==> src/rtl/seg_chk_pkg.sv <==
package seg_chk_pkg;

  typedef struct packed {
    logic       present;
    logic [1:0] dpl;
    logic       is_seg;
    logic       exec;
    logic       dir_conf;
    logic       rw;
    logic       accessed;
  } rights_t;

  typedef enum logic [1:0] {
    FLT_NONE  = 2'd0,
    FLT_TYPE  = 2'd1,
    FLT_BOUND = 2'd2
  } flt_e;

endpackage

==> src/rtl/seg_rights_decode.sv <==
module seg_rights_decode
  import seg_chk_pkg::*;
(
  input  rights_t rights_i,
  input  logic    write_i,
  output logic    type_flt_o,
  output logic    expand_down_o
);

  logic code_seg, data_seg;

  always_comb begin
    code_seg      = rights_i.is_seg &  rights_i.exec;
    data_seg      = rights_i.is_seg & ~rights_i.exec;
    expand_down_o = data_seg & rights_i.dir_conf;
    type_flt_o    = 1'b0;
    if (!rights_i.is_seg)                type_flt_o = 1'b1;
    else if (code_seg && write_i)        type_flt_o = 1'b1;
    else if (code_seg && !rights_i.rw)   type_flt_o = 1'b1;
    else if (data_seg && write_i && !rights_i.rw) type_flt_o = 1'b1;
  end

endmodule

==> src/rtl/seg_limit_check.sv <==
module seg_limit_check #(
  parameter int OFS_W  = 16,
  parameter int SIZE_W = 2
) (
  input  logic [OFS_W-1:0]  offset_i,
  input  logic [SIZE_W-1:0] size_i,
  input  logic [OFS_W-1:0]  limit_i,
  input  logic              expand_down_i,
  output logic              bound_flt_o
);

  // end offset wraps at 2**OFS_W: carry is discarded
  logic [OFS_W-1:0] end_ofs;

  always_comb begin
    end_ofs = offset_i + OFS_W'(size_i);
    if (expand_down_i) bound_flt_o = (offset_i <= limit_i);
    else               bound_flt_o = (offset_i > limit_i) || (end_ofs > limit_i);
  end

endmodule

==> src/rtl/seg_verdict_reg.sv <==
module seg_verdict_reg
  import seg_chk_pkg::*;
#(
  parameter int VEC_W  = 8,
  parameter int SEL_W  = 16,
  parameter int SS_VEC = 12,
  parameter int GP_VEC = 13
) (
  input  logic             clk_i,
  input  logic             rst_ni,
  input  logic             valid_i,
  input  logic             type_flt_i,
  input  logic             bound_flt_i,
  input  logic             ss_i,
  input  logic [SEL_W-1:0] sel_i,
  output logic             fault_o,
  output logic [VEC_W-1:0] vector_o,
  output logic [SEL_W-1:0] err_code_o
);

  flt_e             kind;
  logic [VEC_W-1:0] vec_d;
  logic [SEL_W-1:0] code_d;

  always_comb begin
    if (type_flt_i)       kind = FLT_TYPE;
    else if (bound_flt_i) kind = FLT_BOUND;
    else                  kind = FLT_NONE;
    unique case (kind)
      FLT_TYPE: begin
        vec_d  = VEC_W'(GP_VEC);
        code_d = {sel_i[SEL_W-1:2], 2'b00};
      end
      FLT_BOUND: begin
        vec_d  = ss_i ? VEC_W'(SS_VEC) : VEC_W'(GP_VEC);
        code_d = '0;
      end
      default: begin
        vec_d  = '0;
        code_d = '0;
      end
    endcase
  end

  always_ff @(posedge clk_i or negedge rst_ni) begin
    if (!rst_ni) begin
      fault_o    <= 1'b0;
      vector_o   <= '0;
      err_code_o <= '0;
    end else if (valid_i) begin
      fault_o    <= (kind != FLT_NONE);
      vector_o   <= vec_d;
      err_code_o <= code_d;
    end
  end

endmodule

==> src/rtl/seg_access_check.sv <==
module seg_access_check
  import seg_chk_pkg::*;
#(
  parameter int OFS_W  = 16,
  parameter int SIZE_W = 2,
  parameter int SEL_W  = 16,
  parameter int VEC_W  = 8,
  parameter int SS_VEC = 12,
  parameter int GP_VEC = 13
) (
  input  logic              clk_i,
  input  logic              rst_ni,
  input  logic              valid_i,
  input  logic              write_i,
  input  logic [OFS_W-1:0]  offset_i,
  input  logic [SIZE_W-1:0] size_i,
  input  logic [7:0]        rights_i,
  input  logic [OFS_W-1:0]  limit_i,
  input  logic              ss_i,
  input  logic [SEL_W-1:0]  sel_i,
  output logic              fault_o,
  output logic [VEC_W-1:0]  vector_o,
  output logic [SEL_W-1:0]  err_code_o
);

  rights_t rights;
  logic    type_flt, expand_down, bound_flt;

  assign rights = rights_t'(rights_i);

  seg_rights_decode u_rights (
    .rights_i      (rights),
    .write_i       (write_i),
    .type_flt_o    (type_flt),
    .expand_down_o (expand_down)
  );

  seg_limit_check #(.OFS_W(OFS_W), .SIZE_W(SIZE_W)) u_limit (
    .offset_i      (offset_i),
    .size_i        (size_i),
    .limit_i       (limit_i),
    .expand_down_i (expand_down),
    .bound_flt_o   (bound_flt)
  );

  seg_verdict_reg #(
    .VEC_W(VEC_W), .SEL_W(SEL_W), .SS_VEC(SS_VEC), .GP_VEC(GP_VEC)
  ) u_verdict (
    .clk_i       (clk_i),
    .rst_ni      (rst_ni),
    .valid_i     (valid_i),
    .type_flt_i  (type_flt),
    .bound_flt_i (bound_flt),
    .ss_i        (ss_i),
    .sel_i       (sel_i),
    .fault_o     (fault_o),
    .vector_o    (vector_o),
    .err_code_o  (err_code_o)
  );

endmodule

==> config.mk <==
export PLATFORM = sky130hd
export DESIGN_NAME = seg_access_check
export DESIGN_NICKNAME = d
export VERILOG_FILES = /design/src/rtl/seg_chk_pkg.sv /design/src/rtl/seg_rights_decode.sv /design/src/rtl/seg_limit_check.sv /design/src/rtl/seg_verdict_reg.sv /design/src/rtl/seg_access_check.sv
export SDC_FILE = /design/constraint.sdc
export NUM_CORES = 1
export LEC_CHECK = 0
export ABC_AREA = 1
export BUFFER_PORTS_ARGS = -buffer_cell sky130_fd_sc_hd__buf_2
export CAP_MARGIN = 15
export CORE_ASPECT_RATIO = 0.75
export CORE_MARGIN = 8
export CORE_UTILIZATION = 51
export CTS_CLUSTER_SIZE = 24
export DETAILED_ROUTE_END_ITERATION = 10
export PLACE_DENSITY_LB_ADDON = 0.05
export SYNTH_ARGS = -nofsm -noshare
export SYNTH_HDL_FRONTEND = slang
export SYNTH_SLANG_ARGS = --single-unit
==> constraint.sdc <==
create_clock -name clk_i -period 1.3 [get_ports clk_i]
set_input_delay 0.13 -clock clk_i [delete_from_list [all_inputs] [get_ports clk_i]]
set_output_delay 0.13 -clock clk_i [all_outputs]
set_load 0.05 [all_outputs]
# Yosys cells after proc, flatten, opt, wreduce, memory -nomap -nowiden
# Index checks and enable logic that the tools add are counted.
[word_totals] in_bits=63 register_bits=25 mem_bits_rw=0 n_memories=0 wordCells=30 out_inout_bits=25 romBits=0 latch_bits=0
[op_classes] n_eq_ne=2 n_div=0 shift=0 mul=0 magnitude_cmp=3 muxes=10 n_bitwise=4 addsub=1 reduce_logical=7
[ops] cell="$gt 16x16->1" count=2
[ops] cell="$add 16x2->16" count=1
[ops] cell="$le 16x16->1" count=1
[ops] cell="$mux 16" count=1
[ops] cell="$pmux 8 s2" count=1
[ops] cell="$mux 1" count=6
[ops] cell="$logic_and 1x1->1" count=4
[ops] cell="$mux 2" count=2
[ops] cell="$and 1x1->1" count=3
[ops] cell="$eq 2x1->1 const B" count=1
[ops] cell="$eq 2x2->1 const B" count=1
[ops] cell="$reduce_bool 2->1" count=1
[ops] cell="$logic_not 1->1" count=1
[ops] cell="$logic_or 1x1->1" count=1
[ops] cell="$not 1->1" count=1

# Longest topological paths before layout
# Gate-level depths: netlist of the first run.
[logic_depth] ltp_word=11 mapped_depth=21 ltp_nobuf=21

# Modules after synthesis
# A second synthesis of the first run with hierarchy kept.
[unflattened] cells_unflattened=278 area_unflattened_um2=1960.6
[by_module_without_submodules] module="seg_limit_check" n_inst=1 seq_area_each_um2=0.0 cells_each=186 area_each_um2=1168.6
[by_module_without_submodules] module="seg_verdict_reg" n_inst=1 seq_area_each_um2=400.4 cells_each=83 area_each_um2=757.0
[by_module_without_submodules] module="seg_rights_decode" n_inst=1 seq_area_each_um2=0.0 cells_each=9 area_each_um2=35.0

# Worst setup path after synthesis of the first run
# Ideal clock, no wire load.
[synth_timing] path_kind="input -> register" startpoint="input offset_i[0]" endpoint="register u_verdict.vector_o[0]" path_stages=20 setup_time_ns=0.078 path_buffers=0 arrival_ns=2.150 path_slack_ns=-0.927 path_cell_list="ha_1 fa_1 nand2_1 inv_2 nand3_4 nor2_4 inv_2 nor2_4 nand4_2 nor2_2 xor2_1 ha_1 nand4_1 nor2_1 nand2_1 nand2_1 nand2_1 nand2_1 nand2_1 a21oi_1"
[synth_between] elab_chain_len=8 word_cells_on_any_way=11
[synth_lines] element="start: declaration" line_no="seg_access_check.sv:15" text="input logic [OFS_W-1:0] offset_i,"
[synth_lines] element="$add 16x2->16" line_no="seg_limit_check.sv:16" text="end_ofs = offset_i + OFS_W'(size_i);"
[synth_lines] element="$gt 16x16->1" line_no="seg_limit_check.sv:18" text="else bound_flt_o = (offset_i > limit_i) || (end_ofs > limit_i);"
[synth_lines] element="$logic_or 1x1->1" line_no="seg_limit_check.sv:18"
[synth_lines] element="$mux 1 *" line_no="seg_limit_check.sv:17" text="if (expand_down_i) bound_flt_o = (offset_i <= limit_i);"
[synth_lines] element="$mux 2 *" line_no="seg_verdict_reg.sv:27" text="else if (bound_flt_i) kind = FLT_BOUND;"
[synth_lines] element="$mux 2 *" line_no="seg_verdict_reg.sv:26" text="if (type_flt_i) kind = FLT_TYPE;"
[synth_lines] element="$eq 2x2->1 or $eq 2x1->1 (tied branches)" line_no="seg_verdict_reg.sv:29" text="unique case (kind)"
[synth_lines] element="$pmux 8 s2 *" line_no="seg_verdict_reg.sv:29"
[synth_lines] element="end signal: assignment" line_no="seg_verdict_reg.sv:52" text="vector_o <= vec_d;"
[synth_lines] element="end: declaration" line_no="seg_verdict_reg.sv:17" text="output logic [VEC_W-1:0] vector_o,"
# Every way passes the cells marked *; elsewhere a longest branch is shown, timed or not.
# A chain may end at the register's enable or synchronous reset.

# Worst setup path after layout of the first run
# Ends and elaborated chain as after synthesis.

==> metrics, run 1 <==
status=finished with violations; failing checks=setup timing; Clk pin slew, worst setup/hold paths=0.06 ns; post-detailed-routing wire length=5278 um; clock skew=0 ns; Final ANT Viol Nets=0; post-detail-place hpwl=4295 um; post-layout worst setup margin=-0.8678 ns; final total negative setup slack=-1.717 ns; number of fill cells=316; leakage component of the power=approximately 1.6 nW; number of remaining DRC errors=0; total number of clock tree sinks=16; internal portion of total power=0.001171 W; synthesized area per cell=6.893 sq um; quantity of I/O buffers inserted on ports=74; final standard cell utilization of the core=0.7490; number of iterations in the first detailed-routing pass=4; vias per std cell=4.677; Min Clock Period, post-route=2.168 ns; flip-flop and latch count after synthesis=16; cell row count=19; number of placed cells counting well taps=430; number of standard cells in the final layout excluding fillers=436; number of setup violations in the final report=2; hold-critical path endpoint=u_verdict.err_code_o[5]; vertical extent of the die=68.99 um; total gr overflow=0; Inserted Diodes=0; Total Die Area=0.005978 sq mm; worst-path cell with the longest stage delay=fa_2; Setup CP Type=in2reg; worst min path class=in2reg; final-stage net count=483; worst slack on hold paths=0.1147 ns; H-Tree Level Count=1; number of global-route vias before repair=~2000; sequential-to-total area share from yosys stat=0.2097; Worst R2R End=u_verdict.vector_o[0]; largest net degree at the start of global routing=17; power density over the cells=738.7 mW/mm^2; number of buffer and inverter stages on the critical path=3; net load switching power=0.0008281 W; Starting Density=0.5284; Ports=88; Die Wd=approximately 87 um; max cap viols=0; Core Box Area=0.003613 sq mm; gate count of the mapped netlist=277; unrepaired setup endpoints after global routing=true; commonest non-fill, non-tap cells in the layout=nand2_1, buf_2, inv_1; critical path peak fanout=3; via count=2039; CTS Root Buffer Type=clkbuf_8; required time of the critical path=about 1.5 ns; switching part of the total=0.4142; worst-skew pair later-pin latency=0.25 ns; gate family responsible for the most delay along the worst path=simple AND/OR/NAND/NOR gates; area grow syn2layout=41.74%; Slew Viols, Final=0; worst path arrival time=around 2.4 ns; final hold violation count=0; launching instance or port of the critical path=offset_i[0]; startpoint of the lowest-slack hold path=sel_i[5]; upper clock frequency limit=between 400 and 500 MHz; list of cells traversed by the critical path=buf_8 -> ha_4 -> fa_2 -> nand2_2 -> inv_2 -> nand3_4 -> nor2_4 -> inv_2 -> nor2_4 -> nand4_4 -> nor2_2 -> xor2_1 -> ha_1 -> nand4_1 -> nor2_1 -> nand2_1 -> nand2_1 -> nand2_1 -> nand2_1 -> nand2_2 -> a21oi_2; Worst IR Drop VDD=around 0.0012 V; distinct cell type count after synthesis=27; largest stage delay on the critical path=0.36 ns; most common cell type on the critical path=nand2_1; DRC violation total after the first TritonRoute iteration=79; worst hold path stage count=3; startpoint of the lowest-slack register-to-register path=u_verdict.vector_o[0]; number of warnings reported in the yosys synthesis log=0; TritonCTS clock tree=yes; Routed wire per std cell=12.11 um; Crit path depth=21; setup slack, reg-to-reg=around 0.56 ns; sequential cell fraction of total power=0.289; leading cell type in the layout, fill and taps excluded=nand2_1; wire length of the first global-routing pass=8487 um; Tcrit/Tclk final=1.668; area of the mapped netlist=approximately 0.0019 sq mm; type of element capturing the critical path=flop; maximum number of buffers from clock root to sink=2; Num CTS Buffers=3; proportion of power drawn by the clock network=0.221; fraction of layout cells with a size suffix above 1=0.3568; aggregate global-route resource usage=0.1766; initial antenna violation count=0; RD Place Congestion=0.8898; Critical Path Start Type=primary input; part of the power in combinational logic=0.490; number of cell instances on the worst register-to-register path=2; setup slack at placement=-1.200 ns
[worst register-to-register path: stages, from the launching register on]
cell	delay (ns)
dfrtp_1	0.38
o21ai_0	0.20
a21oi_2	0.05
[cell families after synthesis]
group,share of synthesized area
fa+ha+maj,0.2333
xor+xnor,0.04587
flops,0.2097
compound gates,0.09829
other cells,0.001964
buf+inv,0.1317
simple gates,0.2792
[power by group through the flow]
stage	Sequential (W)	Combinational (W)	Clock, W
6_report	0.000578	0.000979	0.000442
5_1_grt	0.000584	0.00108	0.000478
4_1_cts	0.000578	0.000956	0.000454
3_5_place_dp	0.000583	0.000939	0
3_3_place_gp	0.000585	0.000925	0
2_1_floorplan	0.000768	0.000435	0
[layout make-up]
cell class | instances | area [sq um] | share of cell area
timing repair buffer | 110 | 661.9 | 0.2446
inverter | 45 | 168.9 | 0.06241
multi-input combinational | 209 | 1355 | 0.5007
tap | 52 | 65.06 | 0.02404
clock buffer | 4 | 55.05 | 0.02034
sequential | 16 | 400.4 | 0.1479
[per-stage QoR]
stage	power [W]	area (sq um)
finish	0.001999	2706
detailed placement	0.001523	2555
CTS	0.001988	2664
floorplan	0.001203	1947
global placement	0.001509	2555
global route	0.002140	2706
[layer usage]
| layer | global-route usage | wire [um] | vias up |
|---|---|---|---|
| met5 | 0 | 0 | - |
| met4 | 0.05983 | 68 | 0 |
| met3 | 0.05680 | 406 | 7 |
| met2 | 0.2953 | 2386 | 62 |
| met1 | 0.2126 | 2417 | 893 |
| li1 | - | - | 1077 |
[worst max-delay path by stage]
stage / endpoint / slack, ns
2_1_floorplan: u_verdict.vector_o[0] / -0.87
3_3_place_gp: u_verdict.fault_o / -1.12
3_5_place_dp: u_verdict.fault_o / -1.20
4_1_cts: u_verdict.vector_o[0] / -0.83
5_1_grt: u_verdict.fault_o / -1.02
6_report: u_verdict.vector_o[0] / -0.87
[flip-flops by register name, summed over array words and instances (netlist names)]
name                  flops
u_verdict.err_code_o     14
u_verdict.fault_o         1
u_verdict.vector_o        1
[timing repair]
item                                    CTS  global route
setup buffers                             1             0
hold buffers                              1             0
endpoints found under the hold margin    16             0
endpoints found under the setup margin    2             2
resized for setup                         5            10
pin swaps                                13             0
[Yosys cell counts]
cell,n,area [sq um]
a21o_1,2,15.01
a21oi_1,15,75.07
buf_1,1,3.750
buf_4,9,67.56
clkbuf_1,3,11.26
conb_1,1,3.750
dfrtp_1,16,400.4
fa_1,1,20.02
ha_1,34,425.4
inv_1,39,146.4
inv_2,6,22.52
nand2_1,82,307.8
nand2_2,1,6.260
nand3_1,8,40.04
nand3_4,1,17.52
nand4_1,4,25.02
nand4_2,2,25.02
nor2_1,16,60.06
nor2_2,2,12.51
nor2_4,2,22.52
nor3_1,2,10.01
o211ai_1,1,7.510
o21ai_0,7,35.03
o21ai_1,11,55.05
or2_1,1,6.260
xnor2_1,3,26.28
xor2_1,7,61.31
Note: power is estimated with default switching activity, not from simulation.
==> run 2: changes to the inputs <==
--- a/config.mk
+++ b/config.mk
@@ -10,6 +10,5 @@
 export CAP_MARGIN = 15
 export CORE_ASPECT_RATIO = 0.75
-export CORE_MARGIN = 8
-export CORE_UTILIZATION = 51
+export CORE_UTILIZATION = 52
 export CTS_CLUSTER_SIZE = 24
 export DETAILED_ROUTE_END_ITERATION = 10
@@ -17,3 +16,4 @@
 export SYNTH_ARGS = -nofsm -noshare
 export SYNTH_HDL_FRONTEND = slang
+export SYNTH_HIERARCHICAL = 1
 export SYNTH_SLANG_ARGS = --single-unit
==> constraint.sdc (replaced) <==
create_clock -name clk_i -period 1.3 [get_ports clk_i]
set_input_delay 0.13 -clock clk_i [delete_from_list [all_inputs] [get_ports clk_i]]
set_output_delay 0.13 -clock clk_i [all_outputs]
set_load 0.005 [all_outputs]
==> run 2 against run 1 <==
- the run still ends with setup timing left
- critical path depth is the same
- synthesized area grew 2.7%
- non-clock buffer count shrank 6
- worst hold slack lost 0.014 ns
- die area shrank 33%
- global-route usage grew 6.4 points
==> metrics, run 2 <==
Ports=88 (unchanged); net load switching power=0.0005829 W (-30%); number of warnings reported in the yosys synthesis log=6 (+6); number of flip-flops under the largest register name=14 (unchanged); dominant combinational cell family by area after synthesis=simple AND/OR/NAND/NOR gates; PnR Total Power=0.001739 W (-13%); Total Die Area=0.004023 sq mm (-33%); failing checks=setup timing; distinct cell type count after synthesis=23 (-15%); post-layout worst setup margin=-0.9791 ns (-0.1114 ns); cell row count=18 (-1); TritonCTS clock tree=yes; post-detail-place hpwl=3941 um (-8.2%); leading cell type in the layout, fill and taps excluded=nand2_1; Inserted Diodes=0 (unchanged); clock skew=0 ns (unchanged); quantity of I/O buffers inserted on ports=74 (unchanged); synthesized area per cell=7.053 sq um (+2.3%); Slew Viols, Final=0 (unchanged); final hold violation count=0 (unchanged); part of the power in combinational logic=0.415 (-0.075); area of the mapped netlist=0.001961 sq mm (+2.7%); synthesized-area fraction occupied by and/or/nand/nor cells=0.3127 (+0.03354); power density over the cells=656.0 mW/mm^2 (-11%); type of element capturing the critical path=flop; initial antenna violation count=0 (unchanged); area share of the largest cell type after synthesis=0.2170 (-0.005830); Worst IR Drop VDD=0.0007464 V (-39%); vertical extent of the die=55.18 um (-20%); Starting Density=0.5690 (+0.04060); Clk pin slew, worst setup/hold paths=0.07 ns (about the same); upper clock frequency limit=438.8 MHz (-4.9%); maximum number of buffers from clock root to sink=2 (unchanged); RD Place Congestion=0.7754 (-13%); max cap viols=0 (unchanged); total gr overflow=0 (unchanged); total number of clock tree sinks=16 (unchanged); sequential-to-total area share from yosys stat=0.2042 (-0.005487); share of synthesized area spent on multiplexers=0 (unchanged); worst path arrival time=2.42 ns (+0.07 ns); top cell type by total area after synthesis=ha_1; flip-flop and latch count after synthesis=16 (unchanged); required time of the critical path=1.45 ns (-0.04 ns); Routed wire per std cell=11.12 um (-8.2%); commonest non-fill, non-tap cells in the layout=nand2_1, buf_2, inv_1; post-detailed-routing wire length=4770 um (-9.6%); Reg with most FFs=u_verdict/err_code_o; sequential cell fraction of total power=0.332 (+0.043); number of remaining DRC errors=0 (unchanged); Tcrit/Tclk final=1.753 (+0.08569); largest net degree at the start of global routing=18 (+1); most numerous cell in the Yosys netlist=nand2_1; area grow syn2layout=35.23%; DRC violation total after the first TritonRoute iteration=88 (+11%); wire length of the first global-routing pass=7410 um (-13%); Die Wd=72.91 um (-16%); leakage component of the power=1.624 nW (+2.9%); status=finished with violations; largest registers=u_verdict/err_code_o: 14 flops, u_verdict/vector_o: 2 flops; gate count of the mapped netlist=278 (+0.36%); number of setup violations in the final report=2 (unchanged); worst slack on hold paths=0.1011 ns (-0.01367 ns); number of iterations in the first detailed-routing pass=4 (unchanged); final-stage net count=478 (-1.0%); H-Tree Level Count=1 (unchanged); proportion of power drawn by the clock network=0.253 (+0.032); fraction of layout cells with a size suffix above 1=0.3404 (-0.01640); vias per std cell=4.664 (-0.26%); Critical Path Start Type=primary input; number of synthesized flops with an enable pin=0 (unchanged); unrepaired setup endpoints after global routing=true; internal portion of total power=0.001156 W (-1.3%); number of global-route vias before repair=1743 (-12%); Final ANT Viol Nets=0 (unchanged); Min Clock Period, post-route=2.279 ns (+0.1114 ns); complex-gate fraction of the synthesized area=0.05105 (-0.04724); CTS Root Buffer Type=clkbuf_8; Async S/R FF share, synth=1.000 (unchanged); critical path peak fanout=4 (+1); synthesized-area fraction occupied by adder cells=0.2272 (-0.006104); final standard cell utilization of the core=0.7694 (+0.02047); leading cell types by total area after synthesis=ha_1, dfrtp_1, nand2_1; Num CTS Buffers=3 (unchanged); most used flip-flop cell after synthesis=dfrtp_1; aggregate global-route resource usage=0.2410 (+0.06443); Core Box Area=0.003446 sq mm (-4.6%); switching part of the total=0.3351 (-0.07907); worst-skew pair later-pin latency=0.25 ns (about the same); commonest cells in the netlist=nand2_1, inv_1, ha_1; via count=2001 (-1.9%); worst min path class=in2reg; xor and xnor fraction of the mapped netlist area=0.05807 (+0.01220); Setup CP Type=in2reg
## run 2: through the flow
stage / std cells / TNS [ns] / instance area (sq um) / setup WS (ns)
floorplan: 284 / -1.771 / 2003 / -0.8889
CTS: 428 / -1.885 / 2615 / -0.9428
global placement: 423 / -2.273 / 2529 / -1.140
detailed placement: 423 / -2.528 / 2529 / -1.265
finish: 429 / -1.952 / 2651 / -0.9791
global route: 429 / -2.310 / 2651 / -1.157
## run 2: cell type report
cell class | instances | area [sq um]
Inverter | 43 | 166.4
Clock buffer | 4 | 55.05
Tap cell | 50 | 62.56
Timing Repair Buffer | 104 | 614.3
Multi-Input combinational cell | 212 | 1353
Sequential cell | 16 | 400.4
Fill cell | 296 | 794.5
## run 2: per-layer routing
layer,up-vias,wire length (um),global-route usage
met2,69,2198,0.4159
met5,-,0,0
met3,0,249,0.03261
met4,0,0,0.01961
li1,1067,-,-
met1,865,2322,0.3385
## run 2: what timing repair did
item | in CTS | in global routing
hold buffers | 1 | 0
setup endpoints to repair | 2 | 2
setup buffers | 0 | 1
pin swaps | 1 | 3
gates resized for setup | 5 | 5
endpoints found under the hold margin | 16 | 0
## run 2: final timing paths
| check | startpoint | endpoint | slack [ns] | depth (start not counted) |
|---|---|---|---|---|
| worst min register to register | u_verdict/vector_o[0] | u_verdict/vector_o[0] | 0.47 | 2 |
| worst min-delay path | sel_i[10] | u_verdict/err_code_o[10] | 0.10 | 3 |
| worst max-delay path | offset_i[1] | u_verdict/vector_o[0] | -0.98 | 21 |
| worst max register to register | u_verdict/vector_o[2] | u_verdict/vector_o[2] | 0.65 | 2 |
| max in group asynchronous | rst_ni | u_verdict/vector_o[2] | 0.72 | 2 |
| min in group asynchronous | rst_ni | u_verdict/err_code_o[6] | 0.32 | 2 |
## run 2: power groups by stage
stage          Clock, W  Sequential, W  Combinational, W
3_3_place_gp          0       0.000582          0.000662
4_1_cts        0.000435       0.000577          0.000699
6_report       0.000439       0.000578          0.000722
3_5_place_dp          0       0.000585          0.000686
5_1_grt        0.000465       0.000584          0.000826
2_1_floorplan         0       0.000590          0.000398
## run 2: cells by family (layout without fill, tap and decap cells)
family | count (synthesis) | count (layout)
adder cells (fa/ha/maj) | 35 | 35
other | 1 | 7
buffers and inverters | 56 | 151
AND/OR/NAND/NOR | 138 | 138
XOR/XNOR | 13 | 13
flip-flops | 16 | 16
AO/OA/AOI/OAI | 19 | 19
## run 2: critical path, cell delays in order
cell     delay, ns
buf_2         0.12
ha_1          0.28
nand3_1       0.09
nand2_2       0.11
nand3_1       0.15
inv_2         0.09
nand3_1       0.08
xnor2_1       0.13
ha_1          0.33
a21oi_1       0.18
o21ai_0       0.09
a21oi_1       0.12
nand2_1       0.06
nand2_1       0.06
nand2_1       0.05
nand2_1       0.05
nand2_1       0.04
inv_1         0.07
nand2_2       0.06
nand3_1       0.08
nand2_1       0.05
